[config.mk]
export PLATFORM = sky130hd
export DESIGN_NAME = pt_walker
export DESIGN_NICKNAME = d
export VERILOG_FILES = /design/src/rtl/pt_walker.sv
export SDC_FILE = /design/constraint.sdc
export NUM_CORES = 1
export LEC_CHECK = 0
export CAP_MARGIN = 15
export CORE_MARGIN = 2
export CORE_UTILIZATION = 42
export CTS_CLUSTER_SIZE = 25
export DETAILED_ROUTE_END_ITERATION = 12
export PLACE_DENSITY = 0.87
export SYNTH_ARGS = -nofsm -noshare
export SYNTH_HDL_FRONTEND = slang
export SYNTH_SLANG_ARGS = --single-unit
[constraint.sdc]
create_clock -name clk -period 3.81 [get_ports clk]
set_clock_uncertainty 0.2 [all_clocks]
set_input_delay 0.381 -clock clk [delete_from_list [all_inputs] [get_ports clk]]
set_output_delay 0.381 -clock clk [all_outputs]
set_load 0.02 [all_outputs]
[src/rtl/pt_walker.sv]
module pt_walker #(
  parameter int VA_W     = 32,
  parameter int L1_W     = 10,
  parameter int L2_W     = 10,
  parameter int PTE_BYTE = 2
) (
  input  logic            clk,
  input  logic            rst_n,
  input  logic [VA_W-1:0] ptbr,
  input  logic            req_valid,
  output logic            req_ready,
  input  logic [VA_W-1:0] req_vaddr,
  input  logic            req_write,
  output logic            mem_req_valid,
  input  logic            mem_req_ready,
  output logic [VA_W-1:0] mem_req_addr,
  input  logic            mem_rsp_valid,
  input  logic [VA_W-1:0] mem_rsp_data,
  output logic            res_valid,
  output logic [1:0]      res_fault,
  output logic [VA_W-1:0] res_paddr,
  output logic            res_writable
);
  localparam int OFF_W = VA_W - L1_W - L2_W;
  localparam int PPN_W = VA_W - OFF_W;
  localparam logic [1:0] F_OK = 2'd0, F_NP = 2'd1, F_PROT = 2'd2;

  typedef enum logic [2:0] {S_IDLE, S_RD1, S_WT1, S_RD2, S_WT2, S_DONE} st_t;

  st_t              st;
  logic [VA_W-1:0]  va_q;
  logic             wr_q;
  logic [PPN_W-1:0] frame_q;
  logic [1:0]       fault_q;
  logic             wen_q;

  wire              ent_v  = mem_rsp_data[0];
  wire              ent_w  = mem_rsp_data[1];
  wire [PPN_W-1:0]  ent_pn = mem_rsp_data[VA_W-1 -: PPN_W];
  wire [L1_W-1:0]   idx1   = va_q[VA_W-1 -: L1_W];
  wire [L2_W-1:0]   idx2   = va_q[OFF_W +: L2_W];

  wire unused_ok = &{1'b0, mem_rsp_data[OFF_W-1:2], ptbr[OFF_W-1:0]};

  assign req_ready     = (st == S_IDLE);
  assign mem_req_valid = (st == S_RD1) || (st == S_RD2);
  assign mem_req_addr  = (st == S_RD2) ? {frame_q, idx2, {PTE_BYTE{1'b0}}}
                                       : {ptbr[VA_W-1 -: PPN_W], idx1, {PTE_BYTE{1'b0}}};
  assign res_valid     = (st == S_DONE);
  assign res_fault     = fault_q;
  assign res_paddr     = (fault_q == F_OK) ? {frame_q, va_q[OFF_W-1:0]} : '0;
  assign res_writable  = wen_q && (fault_q == F_OK);

  always_ff @(posedge clk) begin
    if (!rst_n) begin
      st      <= S_IDLE;
      va_q    <= '0;
      wr_q    <= 1'b0;
      frame_q <= '0;
      fault_q <= F_OK;
      wen_q   <= 1'b0;
    end else begin
      case (st)
        S_IDLE: if (req_valid) begin
          va_q  <= req_vaddr;
          wr_q  <= req_write;
          st    <= S_RD1;
        end
        S_RD1: if (mem_req_ready) st <= S_WT1;
        S_WT1: if (mem_rsp_valid) begin
          frame_q <= ent_pn;
          if (!ent_v) begin
            fault_q <= F_NP;
            wen_q   <= 1'b0;
            st      <= S_DONE;
          end else begin
            st <= S_RD2;
          end
        end
        S_RD2: if (mem_req_ready) st <= S_WT2;
        S_WT2: if (mem_rsp_valid) begin
          frame_q <= ent_pn;
          wen_q   <= ent_w;
          if (!ent_v)              fault_q <= F_NP;
          else if (wr_q && !ent_w) fault_q <= F_PROT;
          else                     fault_q <= F_OK;
          st <= S_DONE;
        end
        S_DONE: begin
          fault_q <= F_OK;
          st      <= S_IDLE;
        end
        default: st <= S_IDLE;
      endcase
    end
  end
endmodule

==> results.json, run 1 <==
{
  "final_hold_viol_count": 0,
  "synth.cell_area_um2": 3083,
  "critPathMaxFanout": 30,
  "timing.max_cap.violations": 0,
  "clkSlewWorstSetupHoldPaths_ns": 0.06,
  "p_int_uw": 1155,
  "synthToLayoutAreaGrowth_pct": 53.17,
  "max_freq_mhz": 319.0,
  "reg2reg_depth": 4,
  "seq_area_um2": 1181,
  "timing.reg2reg.setup_slack_ns": 1.95,
  "cp_cell_sequence": "nand2b_4, or2_4, mux2_4, clkdlybuf4s50_1",
  "floorplan.initialDensity_pct": 42.96,
  "vias": 2872,
  "sw_pwr_uw": 410.5,
  "path_delay_family": "simple AND/OR/NAND/NOR gates",
  "num_rows": 31,
  "synth_async_sr_flop_share_pct": 0,
  "worst_skew_pair.late_latency_ns": 0.32,
  "path_class": "register to primary output",
  "htreeDepth": 3,
  "design.core.area_um2": 7176,
  "dieHeight_um": 89.68,
  "fillers": 603,
  "worstSetupEndpointType": "primary output",
  "tritoncts_clock_tree": "built",
  "vias_per_cell": 4.893,
  "global_placer_s_final_weighted_congestion": 0.7992,
  "grt_start_max_net_pins": 113,
  "floorplan.die.width_um": 89.68,
  "die_area_um2": 8042,
  "critical-path-max-stage-delay_ns": 0.56,
  "drc": 0,
  "ys_ff_latch": 59,
  "synth_enable_flop_cells": 0,
  "min-delay-start": "va_q[3]$_SDFFE_PN0P_",
  "track_usage_pct": 19.50,
  "initial_antenna_violation_count": 0,
  "critPathSlowestCell": "sky130_fd_sc_hd__dfxtp_1",
  "slew_viol_final": 0,
  "num_antenna_cells": 0,
  "run_status": "finished clean",
  "clock-root-buffer": "sky130_fd_sc_hd__clkbuf_8",
  "worst_reg2reg_endpoint": "frame_q[6]$_SDFFE_PN0P_",
  "reg2reg_from": "st[2]$_SDFFE_PN0P_",
  "hold_end": "va_q[3]$_SDFFE_PN0P_",
  "cts_hold_buffers": 0,
  "avgRoutedWirePerCell_um": 13.66,
  "finalSetupViolCount": 0,
  "critical_path.startpoint_type": "register",
  "vdd.ir_drop.worst_uv": 237.7,
  "swShare_pct": 26.22,
  "power.share.sequential_pct": 43.2,
  "globalRoute.totalOverflow": 0,
  "synth.distinct_cells": 34,
  "combinationalPowerShare_pct": 23.4,
  "placement.setup.worst_slack_ns": 0.9888,
  "clk_path_buf_depth": 2,
  "cp_data_arrival_time_ns": 2.55,
  "cts_setup_buffers": 0,
  "port-buffer-count": 147,
  "power-per-cell-area_nw_per_um2": 331.5,
  "grt_setup_unrepaired": "no",
  "firstDrtPassIters": 4,
  "worst_ep_required_time_ns": 3.23,
  "holdPathStages": 2,
  "synth-main-ff-cell": "sky130_fd_sc_hd__dfxtp_1",
  "cts_num_sinks": 59,
  "multi_input_comb_area_um2": 1735,
  "post_cts.resized_instances": 0,
  "power.clock.fraction_pct": 33.4,
  "synthesis.area_per_instance_um2": 8.734,
  "worstSetupStartpoint": "st[2]$_SDFFE_PN0P_",
  "boundaryPins": 172,
  "worst_slew_margin_rel_pct": 30.57,
  "slew_at_the_pin_closest_to_its_max_slew_limit_ns": 1.042,
  "setup-tns-final_ns": 0,
  "global_route_wire_length_before_repair_um": 12140,
  "timing.hold.worst.class": "register to register",
  "cts-buffers-inserted": 9,
  "yosys_warnings": 0,
  "fin_crit_ns": 3.135,
  "grt_pass1_vias": 2678,
  "post_layout_worst_setup_margin_ns": 0.6752,
  "power.leakage_uw": 0.001855,
  "synthesized_instance_count": 353,
  "final_net_count": 586,
  "detailedRoute.firstIterationViolations": 91,
  "final.period_utilization_pct": 82.28,
  "synth_seq_area_share_pct": 38.31,
  "ant_nets": 0,
  "fraction_of_final_layout_cells_with_drive_strength_greater_than_1_pct": 11.48,
  "crit_buf_inv": 1,
  "wl_um": 8019,
  "dp_hpwl_um": 5811
}
logic make-up after synthesis:
group / count (synthesis) / synth area share (%)
other: 1 / 0.1216
multiplexers: 51 / 21.43
flip-flops: 59 / 38.31
buffers and inverters: 34 / 6.006
AO/OA/AOI/OAI: 46 / 8.482
AND/OR/NAND/NOR: 162 / 25.65
how the worst max path moves through the flow:
stage	slack [ns]	endpoint	cells past startpoint
2_1_floorplan	1.91	mem_req_addr[10]	5
3_3_place_gp	1.05	mem_req_addr[11]	4
3_5_place_dp	0.99	mem_req_addr[6]	4
4_1_cts	0.64	mem_req_addr[6]	4
5_1_grt	0.57	mem_req_addr[11]	4
6_report	0.68	mem_req_addr[20]	4
power groups by stage:
stage / logic, uW / registers (uW) / clock network, uW
after global routing: 396 / 680 / 569
after CTS: 370 / 676 / 536
after floorplan: 201 / 679 / 0
final: 367 / 676 / 523
after detailed placement: 369 / 689 / 0
after global placement: 362 / 686 / 0
cell type report:
| class | instances | area share [%] |
|---|---|---|
| inverter | 2 | 0.1590 |
| timing repair buffer | 151 | 31.74 |
| clock buffer | 12 | 2.862 |
| sequential | 59 | 25.01 |
| tap | 99 | 2.623 |
| clock inverter | 3 | 0.8479 |
| multi-input combinational | 261 | 36.75 |
flip-flops by register name, summed over array words and instances, names as in the netlist:
name / cells
va_q: 32
frame_q: 20
st: 3
res_fault: 2
wen_q: 1
wr_q: 1
synth_stat cells, types with 4 or more instances:
cell                        n  share of area, %
sky130_fd_sc_hd__nor2_1     6              0.73
sky130_fd_sc_hd__mux2_4    30                15
sky130_fd_sc_hd__nand3_1   33               5.4
sky130_fd_sc_hd__a21oi_1    4              0.65
sky130_fd_sc_hd__nand2_1   76               9.3
sky130_fd_sc_hd__and2_1    33               6.7
sky130_fd_sc_hd__mux2i_1   21               6.8
sky130_fd_sc_hd__o21ai_0   31               5.0
sky130_fd_sc_hd__dfxtp_1   59                38
sky130_fd_sc_hd__clkbuf_1  17               2.1
sky130_fd_sc_hd__buf_4      8               1.9
stage by stage:
stage	util [%]	hold WS [ns]	cell area [um^2]	total power (uW)	instances
floorplan	-	0.2238	3087	879.8	354
global placement	63.37	0.2307	4547	1048	572
detailed placement	63.37	0.2470	4547	1058	572
CTS	65.81	0.2583	4722	1582	587
global route	65.81	0.2765	4722	1646	587
finish	65.81	0.2542	4722	1566	587
worst reg2reg max path: cells and delay by family (launching register included):
kind	cells	cell delay, ns
AOI/OAI and AO/OA	1	0.19
buffers and inverters	1	0.34
DFF	1	0.56
muxes	1	0.24
and+or+nand+nor	1	0.26
cells in the final DEF (no fill, tap or decap), types with 5 or more instances in the layout:
cell type                         Yosys  layout
sky130_fd_sc_hd__mux2_4              30      30
sky130_fd_sc_hd__nand2_1             76      76
sky130_fd_sc_hd__and2_1              33      33
sky130_fd_sc_hd__clkbuf_8             0       9
sky130_fd_sc_hd__nand3_1             33      33
sky130_fd_sc_hd__mux2i_1             21      21
sky130_fd_sc_hd__buf_4                8       5
sky130_fd_sc_hd__o21ai_0             31      31
sky130_fd_sc_hd__dfxtp_1             59      59
sky130_fd_sc_hd__clkdlybuf4s50_1      0     146
sky130_fd_sc_hd__nor2_1               6       5
per-layer routing:
layer	vias to the layer above	track usage (%)	wire length [um]
met5	-	0	0
met4	0	6.513	59
met3	5	4.662	576
met2	100	35.36	4014
met1	1318	22.37	3368
li1	1449	-	-
(Power assumes the default switching activity.)
==> inputs of run 2 (changes only) <==
--- a/config.mk
+++ b/config.mk
@@ -7,10 +7,10 @@
 export LEC_CHECK = 0
 export CAP_MARGIN = 15
 export CORE_MARGIN = 2
-export CORE_UTILIZATION = 42
+export CORE_UTILIZATION = 35
 export CTS_CLUSTER_SIZE = 25
 export DETAILED_ROUTE_END_ITERATION = 12
-export PLACE_DENSITY = 0.87
+export PLACE_DENSITY = 0.77
 export SYNTH_ARGS = -nofsm -noshare
 export SYNTH_HDL_FRONTEND = slang
 export SYNTH_SLANG_ARGS = --single-unit
==> constraint.sdc (replaced) <==
create_clock -name clk -period 2.7 [get_ports clk]
set_clock_uncertainty 0.2 [all_clocks]
set_input_delay 0.27 -clock clk [delete_from_list [all_inputs] [get_ports clk]]
set_output_delay 0.27 -clock clk [all_outputs]
set_load 0.02 [all_outputs]
==> run 2 against run 1 <==
Utilization is 10 points lower. Global-route usage shrank 2.6 points. Largest power group unchanged. Routed wire length grew 1.3%. Via count down 0.52%. Combinational power increased by 46%. Sequential share of layout area down 0.47 points. Final cell count grew 2.6%. Die area is 19% higher. First-iteration DRC count fell by 5.5%.
==> results.json, run 2 (same netlist as run 1, synthesis figures left out) <==
{
  "final_net_count": 591,
  "critPathSlowestCell": "sky130_fd_sc_hd__clkdlybuf4s50_1",
  "worstSetupEndpointType": "primary output",
  "vdd.ir_drop.worst_uv": 274.0,
  "fillers": 791,
  "power-per-cell-area_nw_per_um2": 477.3,
  "die_area_um2": 9576,
  "finalSetupViolCount": 0,
  "floorplan.die.width_um": 97.86,
  "max_freq_mhz": 386.6,
  "ant_nets": 0,
  "finalPower_uw": 2297,
  "power.leakage_uw": 0.001898,
  "boundaryPins": 172,
  "placement.setup.worst_slack_ns": 0.3183,
  "clk_path_buf_depth": 2,
  "grt_start_max_net_pins": 59,
  "cts-buffers-inserted": 9,
  "largest_registers": "va_q x32, frame_q x20, st x3",
  "worst_ep_required_time_ns": 2.23,
  "wl_um": 8126,
  "largest_register_ffs": 32,
  "floorplan.initialDensity_pct": 35.70,
  "grt_setup_unrepaired": "no",
  "track_usage_pct": 16.94,
  "multi_input_comb_area_um2": 1744,
  "cts_num_sinks": 59,
  "detailedRoute.firstIterationViolations": 86,
  "drc": 0,
  "fin_crit_ns": 2.587,
  "initial_antenna_violation_count": 0,
  "top_register": "va_q",
  "post_layout_worst_setup_margin_ns": 0.1133,
  "global_route_wire_length_before_repair_um": 13170,
  "slew_viol_final": 0,
  "port-buffer-count": 147,
  "clock-root-buffer": "sky130_fd_sc_hd__clkbuf_8",
  "vias_per_cell": 4.746,
  "dpl_cells": 585,
  "htreeDepth": 3,
  "setup-tns-final_ns": 0,
  "synthToLayoutAreaGrowth_pct": 56.13,
  "stdcell_count": 602,
  "final_hold_viol_count": 0,
  "path_delay_family": "buffers and inverters",
  "most-common-layout-cells": "sky130_fd_sc_hd__clkdlybuf4s50_1, sky130_fd_sc_hd__nand2_1, sky130_fd_sc_hd__dfxtp_1",
  "dp_hpwl_um": 5592,
  "design.core.area_um2": 8636,
  "cts_hold_buffers": 0,
  "vias": 2857,
  "run_status": "finished clean",
  "critPathMaxFanout": 15,
  "fraction_of_final_layout_cells_with_drive_strength_greater_than_1_pct": 12.96,
  "clkSlewWorstSetupHoldPaths_ns": 0.07,
  "worst_slew_margin_rel_pct": 63.62,
  "timing.hold.worst.class": "input port to register",
  "num_rows": 34,
  "cp_data_arrival_time_ns": 2.12,
  "firstDrtPassIters": 4,
  "dieHeight_um": 97.86,
  "critical_path.startpoint_type": "register",
  "seq_area_um2": 1181,
  "crit_buf_inv": 2,
  "critical-path-max-stage-delay_ns": 0.55,
  "timing.reg2reg.setup_slack_ns": 0.88,
  "timing.max_cap.violations": 0,
  "tritoncts_clock_tree": "built",
  "globalRoute.totalOverflow": 0,
  "path_class": "register to primary output",
  "grt_pass1_vias": 2783,
  "global_placer_s_final_weighted_congestion": 0.7874,
  "cp_cell_sequence": "inv_1, or2_4, mux2_4, clkdlybuf4s50_1",
  "avgRoutedWirePerCell_um": 13.50,
  "num_antenna_cells": 0,
  "final.period_utilization_pct": 95.80,
  "most_common_library_cell_in_the_layout_ignoring_fill_and_taps": "sky130_fd_sc_hd__clkdlybuf4s50_1",
  "slew_at_the_pin_closest_to_its_max_slew_limit_ns": 0.5384,
  "worst_skew_pair.late_latency_ns": 0.33
}
==> run 2: where the power goes <==
group,switching [uW],total (uW),internal (uW),leakage (uW)
sequential,25.6,946,920,0.000481
clock,341,817,475,0.000106
combinational,238,535,297,0.00131
==> run 2: layer usage <==
layer,wire [um],up-vias,GRT usage [%],share of wire [%]
met3,426,8,3.579,5.2
li1,-,1456,-,-
met1,3733,1288,21.11,46
met2,3851,105,28.71,47
met5,0,-,0,0
met4,114,0,6.410,1.4
==> run 2: worst reg2reg max path, stage by stage, from the launching register on <==
cell and delay (ns):
sky130_fd_sc_hd__dfxtp_1 0.33, sky130_fd_sc_hd__buf_4 0.17, sky130_fd_sc_hd__nand2b_1 0.27, sky130_fd_sc_hd__a21oi_2 0.20, sky130_fd_sc_hd__buf_4 0.34, sky130_fd_sc_hd__mux2i_1 0.24
==> run 2: path summary, 6_finish.rpt <==
check	start	endpoint	cells past startpoint
setup / recovery	st[0]$_SDFFE_PN0P_	mem_req_addr[11]	4
hold / removal	rst_n	va_q[12]$_SDFFE_PN0P_	3
setup reg to reg	st[1]$_SDFFE_PN0P_	frame_q[4]$_SDFFE_PN0P_	5
hold reg to reg	va_q[10]$_SDFFE_PN0P_	va_q[10]$_SDFFE_PN0P_	2
==> run 2: final cells by class <==
cell class	count	area share (%)
clock buffers	12	3.223
repair buffers	155	32.02
multi-input cells	262	36.24
well taps	108	2.807
inverters	2	0.1560
flip-flops and latches	59	24.54
clock inverters	4	1.014
==> run 2: stage by stage <==
step,hold slack (ns),utilization [%],area (um^2)
after global routing,0.2626,55.74,4813
after global placement,0.2315,53.27,4601
after detailed placement,0.2444,53.27,4601
after CTS,0.2397,55.74,4813
after floorplan,0.2004,-,3087
final,0.2483,55.74,4813
==> run 2: repair_timing <==
action | 4_1_cts | 5_1_grt
setup endpoints to repair | 30 | 0
resized for setup | 1 | 0
buffers inserted | 0 | 0
==> inputs of run 3 (changes only) <==
--- a/config.mk
+++ b/config.mk
@@ -6,11 +6,13 @@
 export NUM_CORES = 1
 export LEC_CHECK = 0
 export CAP_MARGIN = 15
-export CORE_MARGIN = 2
-export CORE_UTILIZATION = 35
+export CELL_PAD_IN_SITES_DETAIL_PLACEMENT = 1
+export CELL_PAD_IN_SITES_GLOBAL_PLACEMENT = 1
+export CORE_MARGIN = 4
+export CORE_UTILIZATION = 24
 export CTS_CLUSTER_SIZE = 25
 export DETAILED_ROUTE_END_ITERATION = 12
-export PLACE_DENSITY = 0.77
+export PLACE_DENSITY_LB_ADDON = 0.1
 export SYNTH_ARGS = -nofsm -noshare
 export SYNTH_HDL_FRONTEND = slang
 export SYNTH_SLANG_ARGS = --single-unit
==> run 3 against run 2 <==
Final cell count grew 11%. Routed wire length grew 19%. Die area up 54%. Sequential share of layout area fell by 0.79 points. Utilization is 16 points lower. Clock power is 29% higher. Flip-flop and latch count unchanged. First-iteration DRC count down 31%. Hold slack improved by 0.0012 ns. Power rose by 10%. Register-to-register slack got worse by 0.04 ns. Global-route usage decreased by 3.5 points. Largest power group is now the clock network. Highest routed layer unchanged.
==> results.json, run 3 (same netlist as run 1, synthesis figures left out) <==
{
  "track_usage_pct": 13.41,
  "worst_slew_margin_rel_pct": 63.85,
  "fin_crit_ns": 2.575,
  "final.hold.worst_slack_ns": 0.2495,
  "vias_per_cell": 4.349,
  "clk_path_buf_depth": 2,
  "wl_um": 9667,
  "most_common_library_cell_in_the_layout_ignoring_fill_and_taps": "sky130_fd_sc_hd__clkdlybuf4s50_1",
  "critical_path.startpoint_type": "register",
  "final_hold_viol_count": 0,
  "worst_reg2reg_endpoint": "frame_q[4]$_SDFFE_PN0P_",
  "dpl_cells": 651,
  "worst_ep_required_time_ns": 2.23,
  "min-delay-start": "va_q[6]$_SDFFE_PN0P_",
  "slew_viol_final": 0,
  "final_net_count": 593,
  "avgRoutedWirePerCell_um": 14.47,
  "grt_start_max_net_pins": 55,
  "clock-root-buffer": "sky130_fd_sc_hd__clkbuf_16",
  "grt_pass1_vias": 3043,
  "synthToLayoutAreaGrowth_pct": 61.32,
  "run_status": "finished clean",
  "globalRoute.totalOverflow": 0,
  "cts-buffers-inserted": 9,
  "reg2reg_depth": 5,
  "power.leakage_uw": 0.001934,
  "die_area_um2": 14720,
  "most-common-layout-cells": "sky130_fd_sc_hd__clkdlybuf4s50_1, sky130_fd_sc_hd__nand2_1, sky130_fd_sc_hd__dfxtp_1",
  "finalSetupViolCount": 0,
  "final_design_area_no_fill_um2": 4974,
  "worst_skew_pair.late_latency_ns": 0.32,
  "initial_antenna_violation_count": 0,
  "top_register": "va_q",
  "floorplan.die.width_um": 121.3,
  "num_antenna_cells": 0,
  "slew_at_the_pin_closest_to_its_max_slew_limit_ns": 0.5422,
  "worstSetupEndpointType": "primary output",
  "power-per-cell-area_nw_per_um2": 509.8,
  "cts_setup_buffers": 0,
  "fraction_of_final_layout_cells_with_drive_strength_greater_than_1_pct": 12.90,
  "post_dp_cell_area_um2": 4691,
  "boundaryPins": 172,
  "htreeDepth": 3,
  "ant_nets": 0,
  "firstDrtPassIters": 4,
  "floorplan.initialDensity_pct": 24.43,
  "port-buffer-count": 147,
  "timing.hold.worst.class": "register to register",
  "hold_end": "va_q[6]$_SDFFE_PN0P_",
  "max_freq_mhz": 388.4,
  "grt_setup_unrepaired": "no",
  "timing.max_cap.violations": 0,
  "holdPathStages": 2,
  "largest_registers": "va_q x32, frame_q x20, st x3",
  "stdcell_count": 668,
  "final_util_pct": 39.41,
  "dp_hpwl_um": 6935,
  "dieHeight_um": 121.3,
  "fillers": 1480,
  "cp_data_arrival_time_ns": 2.10,
  "detailedRoute.firstIterationViolations": 59,
  "critPathMaxFanout": 15,
  "global_placer_s_final_weighted_congestion": 0.7772,
  "timing.reg2reg.setup_slack_ns": 0.84,
  "drc": 0,
  "reg2reg_from": "st[1]$_SDFFE_PN0P_",
  "tritoncts_clock_tree": "built",
  "setup-tns-final_ns": 0,
  "design.core.area_um2": 12620,
  "path_class": "register to primary output",
  "vias": 2905,
  "vdd.ir_drop.worst_uv": 207.6,
  "largest_register_ffs": 32,
  "num_rows": 41,
  "global_route_wire_length_before_repair_um": 15610,
  "cts_num_sinks": 59,
  "final.period_utilization_pct": 95.36,
  "clkSlewWorstSetupHoldPaths_ns": 0.05
}
run 3: cell types whose count changed in the layout (fill, tap and decap cells not counted), moves of 2 or more:
cell                        previous run  this run
sky130_fd_sc_hd__buf_4                 8        11
sky130_fd_sc_hd__clkbuf_16             0         9
sky130_fd_sc_hd__clkbuf_8             11         2
sky130_fd_sc_hd__clkbuf_1              1         3
run 3: per-layer routing:
metal	share of wire, %	vias to the layer above	GRT usage, %	wire (um)
met5	0	-	0	0
met4	1.5	0	5.462	149
met3	7.3	10	3.823	707
met2	44	106	20.55	4253
met1	47	1329	17.67	4556
li1	-	1460	-	-
run 3: per-stage QoR:
step | setup WS (ns) | power (uW)
after CTS | 0.06695 | 2592
final | 0.1253 | 2535
after global routing | 0.03387 | 2664
after floorplan | 0.9105 | 1242
after global placement | 0.2900 | 1501
after detailed placement | 0.2519 | 1512
run 3: repair_timing:
item                                    4_1_cts  5_1_grt
resized for setup                             1        0
hold buffers                                  0        0
endpoints found under the setup margin       30        0
run 3: how the worst max path moves through the flow:
stage | cells after the start | slack (ns) | start | endpoint
5_1_grt | 4 | 0.03 | st[0]$_SDFFE_PN0P_ | mem_req_addr[15]
6_report | 4 | 0.13 | st[0]$_SDFFE_PN0P_ | mem_req_addr[15]
4_1_cts | 4 | 0.07 | st[0]$_SDFFE_PN0P_ | mem_req_addr[15]
2_1_floorplan | 5 | 0.91 | st[2]$_SDFFE_PN0P_ | mem_req_addr[10]
3_3_place_gp | 4 | 0.29 | st[2]$_SDFFE_PN0P_ | mem_req_addr[11]
3_5_place_dp | 4 | 0.25 | st[2]$_SDFFE_PN0P_ | mem_req_addr[15]
run 3: layout make-up:
type | count | area [um^2] | area share (%)
multi-input combinational | 262 | 1752 | 35.22
clock buffer | 14 | 264.0 | 5.308
tap | 172 | 215.2 | 4.327
sequential | 59 | 1181 | 23.75
inverter | 2 | 7.507 | 0.1509
timing repair buffer | 157 | 1544 | 31.04
clock inverter | 2 | 10.01 | 0.2013
run 3: critical path: stages (launching register included):
cell and delay, ns:
sky130_fd_sc_hd__dfxtp_1 0.31, sky130_fd_sc_hd__inv_1 0.17, sky130_fd_sc_hd__or2_4 0.40, sky130_fd_sc_hd__mux2_4 0.33
sky130_fd_sc_hd__clkdlybuf4s50_1 0.56
run 3: power breakdown:
group,switching [uW],leakage [uW],total (uW),internal (uW)
clock network,379,0.000137,1050,668
registers,25.4,0.000481,947,922
logic,244,0.00132,541,297
total,648,0.00193,2540,1890
